[src/rtl/rcb_alloc_pkg.sv]
package rcb_alloc_pkg;

    // index following idx in a ring of n entries
    function automatic int wrap_inc(int idx, int n);
        return (idx + 1 >= n) ? 0 : idx + 1;
    endfunction

    // width needed to index n entries, at least one bit
    function automatic int idx_width(int n);
        return (n > 1) ? $clog2(n) : 1;
    endfunction

endpackage

[src/rtl/rcb_rr_arb.sv]
module rcb_rr_arb
    import rcb_alloc_pkg::*;
#(
    parameter int N = 5
) (
    input  logic                         clk,
    input  logic                         rst_n,
    input  logic [N-1:0]                 req,
    input  logic                         adv,
    input  logic [idx_width(N)-1:0]      adv_idx,
    output logic [N-1:0]                 gnt
);
    localparam int IW = idx_width(N);

    typedef struct packed {
        logic [IW-1:0] ptr;
    } arb_st_t;

    arb_st_t st_d, st_q;

    always_comb begin
        logic found;
        st_d  = st_q;
        gnt   = '0;
        found = 1'b0;
        for (int k = 0; k < N; k++) begin
            int j;
            j = int'(st_q.ptr) + k;
            if (j >= N) j = j - N;
            if (!found && req[j]) begin
                gnt[j] = 1'b1;
                found  = 1'b1;
            end
        end
        if (adv) st_d.ptr = IW'(wrap_inc(int'(adv_idx), N));
    end

    always_ff @(posedge clk or negedge rst_n) begin
        if (!rst_n) st_q <= '0;
        else        st_q <= st_d;
    end


    ptr_move_chk: assert property (@(posedge clk) disable iff (!rst_n)
        !adv |=> $stable(st_q.ptr));

endmodule

[src/rtl/rcb_cb_port.sv]
module rcb_cb_port
    import rcb_alloc_pkg::*;
#(
    parameter int N = 5
) (
    input  logic                     clk,
    input  logic                     rst_n,
    input  logic [N-1:0]             new_req,
    input  logic [N-1:0]             own_req,
    input  logic [N-1:0]             tail,
    output logic [N-1:0]             gnt,
    output logic                     busy,
    output logic [idx_width(N)-1:0]  owner
);
    localparam int IW = idx_width(N);

    typedef struct packed {
        logic          lock;
        logic [IW-1:0] own;
    } port_st_t;

    port_st_t st_d, st_q;

    logic [N-1:0]  arb_req;
    logic [N-1:0]  arb_gnt;
    logic          arb_adv;
    logic [IW-1:0] arb_idx;

    always_comb begin
        arb_req = st_q.lock ? '0 : new_req;
    end

    rcb_rr_arb #(.N(N)) u_arb (
        .clk     (clk),
        .rst_n   (rst_n),
        .req     (arb_req),
        .adv     (arb_adv),
        .adv_idx (arb_idx),
        .gnt     (arb_gnt)
    );

    always_comb begin
        st_d    = st_q;
        gnt     = '0;
        arb_adv = 1'b0;
        arb_idx = '0;
        if (st_q.lock) begin
            if (own_req[st_q.own]) gnt[st_q.own] = 1'b1;
        end else begin
            gnt = arb_gnt;
        end
        for (int k = 0; k < N; k++) begin
            if (gnt[k]) begin
                arb_idx = IW'(k);
                if (tail[k]) begin
                    st_d.lock = 1'b0;
                    arb_adv   = 1'b1;
                end else begin
                    st_d.lock = 1'b1;
                    st_d.own  = IW'(k);
                end
            end
        end
    end

    always_ff @(posedge clk or negedge rst_n) begin
        if (!rst_n) st_q <= '0;
        else        st_q <= st_d;
    end

    assign busy  = st_q.lock;
    assign owner = st_q.own;


    port_owner_chk: assert property (@(posedge clk) disable iff (!rst_n)
        (st_q.lock && ((gnt & tail) == '0)) |=> (st_q.lock && st_q.own == $past(st_q.own)));

endmodule

[src/rtl/rcb_alloc.sv]
module rcb_alloc
    import rcb_alloc_pkg::*;
#(
    parameter int N       = 5,
    parameter int PKT_LEN = 4,
    parameter int FREE_W  = 6,
    parameter int PW      = idx_width(N)
) (
    input  logic                 clk,
    input  logic                 rst_n,
    input  logic [N-1:0]         in_valid,
    input  logic [N-1:0]         in_head,
    input  logic [N-1:0]         in_tail,
    input  logic [N*PW-1:0]      in_dest,
    input  logic [N-1:0]         cb_nonempty,
    input  logic [N-1:0]         cb_tail,
    input  logic [FREE_W-1:0]    cb_free,
    output logic [N*N-1:0]       ib_out_gnt,
    output logic [N-1:0]         cb_rd_gnt,
    output logic [N-1:0]         cb_wr_gnt
);
    localparam int IW         = PW;
    localparam int SPACE_NEED = PKT_LEN + 1;

    typedef struct packed {
        logic [N-1:0]          lock;
        logic [N-1:0][IW-1:0]  src;
    } out_st_t;

    out_st_t st_d, st_q;

    logic [N-1:0][IW-1:0] dest;
    logic [N-1:0]         in_held;
    logic [N-1:0]         rd_new_req;
    logic                 rd_busy, wr_busy;
    logic [IW-1:0]        rd_own, wr_own;
    logic [N-1:0]         ib_req  [N];
    logic [N-1:0]         ib_arb_gnt [N];
    logic [N-1:0]         ib_adv;
    logic [N-1:0][IW-1:0] ib_adv_idx;
    logic [N-1:0][N-1:0]  col_g;
    logic [N-1:0]         row_any;
    logic [N-1:0]         wr_new_req;
    logic [N-1:0]         col_nontail;
    logic                 space_ok;

    // unpack lookahead ports, find inputs holding an output
    always_comb begin
        in_held = '0;
        for (int i = 0; i < N; i++) dest[i] = in_dest[i*PW +: PW];
        for (int o = 0; o < N; o++) begin
            if (st_q.lock[o]) in_held[st_q.src[o]] = 1'b1;
            rd_new_req[o] = cb_nonempty[o] && !st_q.lock[o];
        end
        space_ok = int'(cb_free) >= SPACE_NEED;
    end

    // class 1: central buffer to output
    rcb_cb_port #(.N(N)) u_rd_port (
        .clk     (clk),
        .rst_n   (rst_n),
        .new_req (rd_new_req),
        .own_req (cb_nonempty),
        .tail    (cb_tail),
        .gnt     (cb_rd_gnt),
        .busy    (rd_busy),
        .owner   (rd_own)
    );

    // class 2 requests: head flits to an output that is still available
    always_comb begin
        for (int o = 0; o < N; o++) begin
            logic avail;
            avail = !st_q.lock[o] && !cb_rd_gnt[o] && !(rd_busy && int'(rd_own) == o);
            for (int i = 0; i < N; i++) begin
                ib_req[o][i] = avail && in_valid[i] && in_head[i] && int'(dest[i]) == o
                               && !in_held[i] && !(wr_busy && int'(wr_own) == i);
            end
        end
    end

    for (genvar o = 0; o < N; o++) begin : g_out_arb
        rcb_rr_arb #(.N(N)) u_arb (
            .clk     (clk),
            .rst_n   (rst_n),
            .req     (ib_req[o]),
            .adv     (ib_adv[o]),
            .adv_idx (ib_adv_idx[o]),
            .gnt     (ib_arb_gnt[o])
        );
    end

    // class 2 grants and output ownership
    always_comb begin
        st_d        = st_q;
        col_g       = '0;
        ib_adv      = '0;
        ib_adv_idx  = '0;
        col_nontail = '0;
        for (int o = 0; o < N; o++) begin
            if (st_q.lock[o]) begin
                if (in_valid[st_q.src[o]]) col_g[o][st_q.src[o]] = 1'b1;
            end else begin
                col_g[o] = ib_arb_gnt[o];
            end
            for (int i = 0; i < N; i++) begin
                if (col_g[o][i]) begin
                    if (in_tail[i]) begin
                        st_d.lock[o]  = 1'b0;
                        ib_adv[o]     = 1'b1;
                        ib_adv_idx[o] = IW'(i);
                    end else begin
                        st_d.lock[o]   = 1'b1;
                        st_d.src[o]    = IW'(i);
                        col_nontail[o] = 1'b1;
                    end
                end
            end
        end
    end

    // class 3 requests: heads that did not get a bypass
    always_comb begin
        for (int i = 0; i < N; i++) begin
            row_any[i] = 1'b0;
            for (int o = 0; o < N; o++) row_any[i] = row_any[i] | col_g[o][i];
            wr_new_req[i] = in_valid[i] && in_head[i] && !in_held[i] && !row_any[i] && space_ok;
        end
    end

    rcb_cb_port #(.N(N)) u_wr_port (
        .clk     (clk),
        .rst_n   (rst_n),
        .new_req (wr_new_req),
        .own_req (in_valid),
        .tail    (in_tail),
        .gnt     (cb_wr_gnt),
        .busy    (wr_busy),
        .owner   (wr_own)
    );

    for (genvar i = 0; i < N; i++) begin : g_flat_i
        for (genvar o = 0; o < N; o++) begin : g_flat_o
            assign ib_out_gnt[i*N+o] = col_g[o][i];
        end
    end

    always_ff @(posedge clk or negedge rst_n) begin
        if (!rst_n) st_q <= '0;
        else        st_q <= st_d;
    end

    for (genvar o = 0; o < N; o++) begin : g_out_chk

        cb_over_ib_chk: assert property (@(posedge clk) disable iff (!rst_n)
            cb_rd_gnt[o] |-> (col_g[o] == '0));

        out_single_chk: assert property (@(posedge clk) disable iff (!rst_n)
            $countones({col_g[o], cb_rd_gnt[o]}) <= 1);

        out_hold_chk: assert property (@(posedge clk) disable iff (!rst_n)
            col_nontail[o] |=> ((col_g[o] & ~$past(col_g[o])) == '0) && !cb_rd_gnt[o]);
    end

    for (genvar i = 0; i < N; i++) begin : g_in_chk

        in_single_chk: assert property (@(posedge clk) disable iff (!rst_n)
            $countones({row_any[i], cb_wr_gnt[i]}) <= 1);
    end


    cb_ports_onehot_chk: assert property (@(posedge clk) disable iff (!rst_n)
        $onehot0(cb_rd_gnt) && $onehot0(cb_wr_gnt));


    wr_space_chk: assert property (@(posedge clk) disable iff (!rst_n)
        ((cb_wr_gnt != '0) && !wr_busy) |-> (int'(cb_free) >= SPACE_NEED));

endmodule

[config.mk]
export PLATFORM = sky130hd
export DESIGN_NAME = rcb_alloc
export DESIGN_NICKNAME = d
export VERILOG_FILES = /design/src/rtl/rcb_alloc_pkg.sv /design/src/rtl/rcb_rr_arb.sv /design/src/rtl/rcb_cb_port.sv /design/src/rtl/rcb_alloc.sv
export SDC_FILE = /design/constraint.sdc
export NUM_CORES = 1
export LEC_CHECK = 0
export ABC_AREA = 1
export BUFFER_PORTS_ARGS = -buffer_cell sky130_fd_sc_hd__buf_4
export CAP_MARGIN = 40
export CORE_MARGIN = 2
export CORE_UTILIZATION = 35
export DETAILED_ROUTE_END_ITERATION = 7
export PLACE_DENSITY_LB_ADDON = 0.15
export SYNTH_ARGS = -nofsm -noshare
export SYNTH_HDL_FRONTEND = slang
export SYNTH_HIERARCHICAL = 1
export SYNTH_SLANG_ARGS = --single-unit
[constraint.sdc]
create_clock -name clk -period 6.74 [get_ports clk]
set_input_delay 0.674 -clock clk [delete_from_list [all_inputs] [get_ports clk]]
set_output_delay 0.674 -clock clk [all_outputs]
set_load 0.02 [all_outputs]
Word level (Yosys, flattened, before mapping)
Cells that the tools add are included.
{ "op_classes": {"bitwise_logic": 52, "add_sub_neg": 70, "n_mux": 543, "n_reduce_logical": 312, "n_eq_ne": 28, "n_lt_le_gt_ge": 127} }
{ "ops": {"columns": ["operator", "n"], "rows": [
  ["32-bit by 1-bit greater-or-equal comparator with 1-bit output, second input constant", 35],
  ["32-bit by 5-bit < comparator with 1-bit output, second input constant", 35],
  ["32-bit two-way mux", 35],
  ["32-bit by 4-bit greater-or-equal comparator with 1-bit output, second input constant", 20],
  ["32-bit by 4-bit subtractor with 32-bit output, second input constant", 20],
  ["3-bit two-way mux", 103],
  ["5-bit two-way mux", 56],
  ["1-bit two-way mux", 251],
  ["1-bit logical AND", 240],
  ["5-bit bitwise OR", 32],
  ["1-bit binary-select mux with 3-bit select", 42],
  ["1-bit demux with 3-bit select", 42],
  ["3-bit == test, second input constant", 21],
  ["4-bit by 3-bit greater-or-equal comparator with 1-bit output, second input constant", 15],
  ["1-bit zero test", 58],
  ["3-bit by 1-bit adder with 4-bit output, second input constant", 14],
  ["3-bit by 2-bit adder with 4-bit output, second input constant", 14],
  ["4-bit two-way mux", 10],
  ["4-bit by 3-bit subtractor with 5-bit output, second input constant", 8],
  ["5-bit nonzero test", 7],
  ["3-bit by 3-bit adder with 4-bit output, second input constant", 7],
  ["3-bit by 4-bit < comparator with 1-bit output, second input constant", 7],
  ["3-bit by 3-bit subtractor with 4-bit output, second input constant", 7],
  ["3-bit by 2-bit == test with 1-bit output, second input constant", 7],
  ["6 further kinds", 46]
]} }
{ "totals": {"word_cells": 1153, "reg_bits": 49} }

Longest topological paths before layout
{ "depth": {"ltp_word": 79, "depth_mapped": 69} }

By module
The synthesis kept the hierarchy.
{ "modules_own_cells": {"columns": ["module", "cells_each", "instances", "seq_area_each_um2", "area_per_inst_um2"], "rows": [
  ["rcb_rr_arb at g_out_arb[0].u_arb ...", 300, 6, 75.1, 1701.6],
  ["rcb_alloc", 576, 1, 500.5, 3054.2],
  ["rcb_rr_arb at u_wr_port.u_arb", 301, 1, 75.1, 1662.8],
  ["rcb_cb_port", 95, 2, 100.1, 611.8]
]} }

Least setup slack after synthesis
OpenSTA, ideal clock, no wires.
{ "synth_path": {"kind": "flip-flop to flip-flop", "start": "register u_rd_port/u_arb/st_q[0] (netlist name)", "end": "register u_wr_port/u_arb/st_q[0] (netlist name)", "path_buffers": 1, "setup_ns": 0.084, "path_stages_with_launch": 64, "slack_ns": -0.387, "arrival_ns": 7.043, "period_less_slack_ns": 7.127, "required_time_ns": 6.656, "path_cell_list": "dfrtp_1 -> inv_2 -> buf_6 -> ha_1 -> ha_1 -> nor2_1 -> nor2_1 -> nor2_2 -> nand3_1 -> nand2_1 -> nor2_1 -> nor2_1 -> a21oi_1 -> nand2_1 -> nor2_1 -> nand2_1 -> or2_2 -> nand2_1 -> (+28 left out) -> nand3_1 -> nand2_1 -> nor2_1 -> nand3_1 -> nand2_1 -> clkinv_1 -> nand3_1 -> or2_2 -> nand2_1 -> inv_2 -> a21oi_1 -> nor2_1 -> ha_1 -> nand2_1 -> nand2_1 -> a21oi_1 -> nand3_1 -> o21ai_0"} }
{ "synth_rtl": {"columns": ["element", "line_no", "rtl"], "rows": [
  ["start, declared", "rcb_rr_arb.sv:19", "arb_st_t st_d, st_q;"],
  ["start signal, assigned", "rcb_rr_arb.sv:40", "else st_q <= st_d;"],
  ["end signal, assigned", "rcb_rr_arb.sv:40", null],
  ["end, declared", "rcb_rr_arb.sv:19", null]
]} }

==> flow_summary_export.csv <==
group,metric,value,unit
global_route,grt.busiest_layer,"met2",
synthesis,yosys_most_used_dff,"dfrtp_1",
global_route,antenna_found_initial,0,
critical_path,crit_top_cell,"nand2_1",
timing,max_freq,133,MHz
synthesis,synth_top_cell_by_area,"nand2_1",
run_status,status,"finished with violations",
global_route,grt_util_met1,0.332,
critical_path,crit_start,"u_rd_port/u_arb/st_q[0]",
clocking,cts.hold.buffers_added,0,
placed_design,dp_worst_setup_slack,-1.23,ns
detailed_routing,wl_per_cell,16.0,um
layout,diodes,0,
synthesis,synth_common_cells,"nand2_1, nand3_1, nor2_1, inv_1, nand2_2",
clocking,htree_levels,2,
layout,nets,3359,
global_route,gr-usage-met2,0.429,
synthesis,yosys.area.top_type_share,0.184,
clocking,cts_buffers,5,
critical_path,path_class,"register to primary output",
detailed_routing,drt-total-wl,60800,um
timing,tightest_slew,0.762,ns
timing,clock_skew,0.00982,ns
global_route,grt_pass1_vias,18700,
layout,areaGrowthSynthToFinish,27.1,%
critical_path,critPathRequiredTime,6.07,ns
critical_path,ff2ff_setup_slack,-0.70,ns
worst_hold_path,min_path_type,"primary input to async pin",
die,fp.dieW,219,um
timing,setup_ws,-0.805,ns
synthesis,ys_seq_elements,49,
detailed_routing,vias_per_cell,5.19,
synthesis,synthCells,2867,
timing,final_hold_viol_count,0,
timing,slew_headroom,0.486,
placed_design,dp.cells,3733,
synthesis,ys_seq_area_frac,0.0759,
timing,period_minus_slack,7.55,ns
layout,drive_gt1_frac,0.307,
critical_path,cp_slowest_stage_delay,0.52,ns
clocking,cts.clk_slew.worst_paths,0.07,ns
global_route,overflow,0,
die,num_rows,78,
timing,setup_viol,12,
layout,final_cells,3793,
job,maxCapViolCount,0,
clocking,cts.path.max_buffers,2,
timing,hold_slack,0.425,ns
placed_design,io_buffers,82,
critical_path,worstPathArrival,6.87,ns
global_route,grt_pass1_wl,96400,um
die,core_area,45500,sq um
detailed_routing,dr.pass1.iters,6,
critical_path,crit_slowest_cell,"fa_2",
clocking,clock_latency,0.31,ns
synthesis,synth.area.top_cells,"nand2_1, nand3_1, ha_1",
timing,rsz0062_at_grt,"yes",
critical_path,r2r-start,"u_rd_port/u_arb/st_q[0]",
layout,filler_cell_count,4908,
synthesis,synthesis.nets,3033,
die,start_util,0.355,
synthesis,synth_cell_types,53,
global_route,grt_max_degree,50,
global_route,grt_usage,0.250,
critical_path,critPathMaxFanout,4,
clocking,clock-root-buffer,"clkbuf_16",
clocking,cts_tree,"yes",
die,pin_count,83,
synthesis,yosys_warnings,6,
timing,slew_viol_final,0,
synthesis,synth-edff-count,0,
synthesis,yosysMostFrequentCell,"nand2_1",
timing,fin_crit_sh,1.12,
placed_design,hpwl,49900,um
synthesis,ys_async_sr_fraction,1.00,
detailed_routing,drtIter0Drc,1560,
placed_design,gp_congestion,0.999,
die,die_h,219,um
global_route,use_met3,0.0277,
clocking,cts.sinks,49,
critical_path,crit_path_end_kind,"primary output",
timing,finalSetupTns,-7.24,ns
detailed_routing,vias,19700,
synthesis,avgSynthCellArea,5.63,sq um
run_status,violations,"negative setup slack",
synthesis,netlist_area,16200,sq um
detailed_routing,drc,0,
die,die_area,47900,sq um
critical_path,startpoint_type,"register",
detailed_routing,ant_nets,0,
-- logic make-up (layout without fill, tap and decap cells) --
logic type / count (synthesis) / count (layout) / synth area share
simple gates: 1967 / 1967 / 0.598
buf+inv: 454 / 780 / 0.118
xor+xnor: 8 / 8 / 0.00550
compound gates: 271 / 271 / 0.108
fa+ha+maj: 118 / 118 / 0.0947
flops: 49 / 49 / 0.0759
-- flip-flops by register name (all words and copies together), names as in the netlist --
signal,flops
u_rd_port/owner,3
st_q,20
g_out_arb.u_arb/st_q,15
u_wr_port/busy,1
u_rd_port/busy,1
u_rd_port/u_arb/st_q,3
u_wr_port/u_arb/st_q,3
u_wr_port/owner,3
-- cell type report --
class                   instances  area (sq um)  area share
inverters                     413          1580      0.0768
flip-flops and latches         49          1230      0.0599
repair buffers                360          2880       0.140
well taps                     600           751      0.0366
clock buffers                   5           125     0.00609
multi-input cells            2364         13900       0.679
clock inverters                 2          35.0     0.00171
-- layout by cell type (no fill, tap or decap), drive strengths merged, types with 2 or more instances in the layout --
cell and n:
buf 358, o211ai 10, inv 406, nor3b 14, o22ai 20, nor4 14
nand3b 6, clkbuf 6, nand3 454, nor2 421, dfrtp 49, o311ai 6
o2111ai 3, o21ai 113, a21oi 107, ha 111, fa 7, nor3 49
clkinv 8, o31ai 4, a22oi 2, or2 6, nand4 72, nand2 930
xor2 8
-- stage by stage --
stage	cell area, sq um	util
after detailed placement	19000	0.418
after global placement	19000	0.417
after floorplan	16200	-
after CTS	19900	0.438
after global routing	20500	0.451
final	20500	0.451
-- path summary, 6_finish.rpt --
kind                                            to  depth (start not counted)
setup / recovery                      cb_wr_gnt[1]                         51
hold / removal             u_wr_port/u_arb/st_q[1]                          1
setup reg to reg           u_wr_port/u_arb/st_q[1]                         60
hold reg to reg                            st_q[1]                          2
max in group asynchronous  u_rd_port/u_arb/st_q[0]                          1
min in group clk                           st_q[1]                          2
-- worst max-delay path, delay by kind of cell, from the launching register on --
kind | cells | cell delay [ns]
compound gates | 3 | 0.49
fa+ha+maj | 2 | 0.68
buf+inv | 12 | 1.10
flops | 1 | 0.42
simple gates | 34 | 3.86
-- routing by layer --
layer	wire length, um	vias up
met4	1710	0
met5	0	-
met1	27300	9082
met2	28500	540
li1	-	9965
met3	3220	100
-- repair_timing --
item                       CTS  global route
gates resized for setup    121           133
pin swaps                   82           102
hold endpoints to repair     0             0
buffers inserted            34            17
setup endpoints to repair   12            12
Power is left out: the tool's default activity adds up to more than one toggle a clock period on the data nets, which glitch-free logic cannot reach.
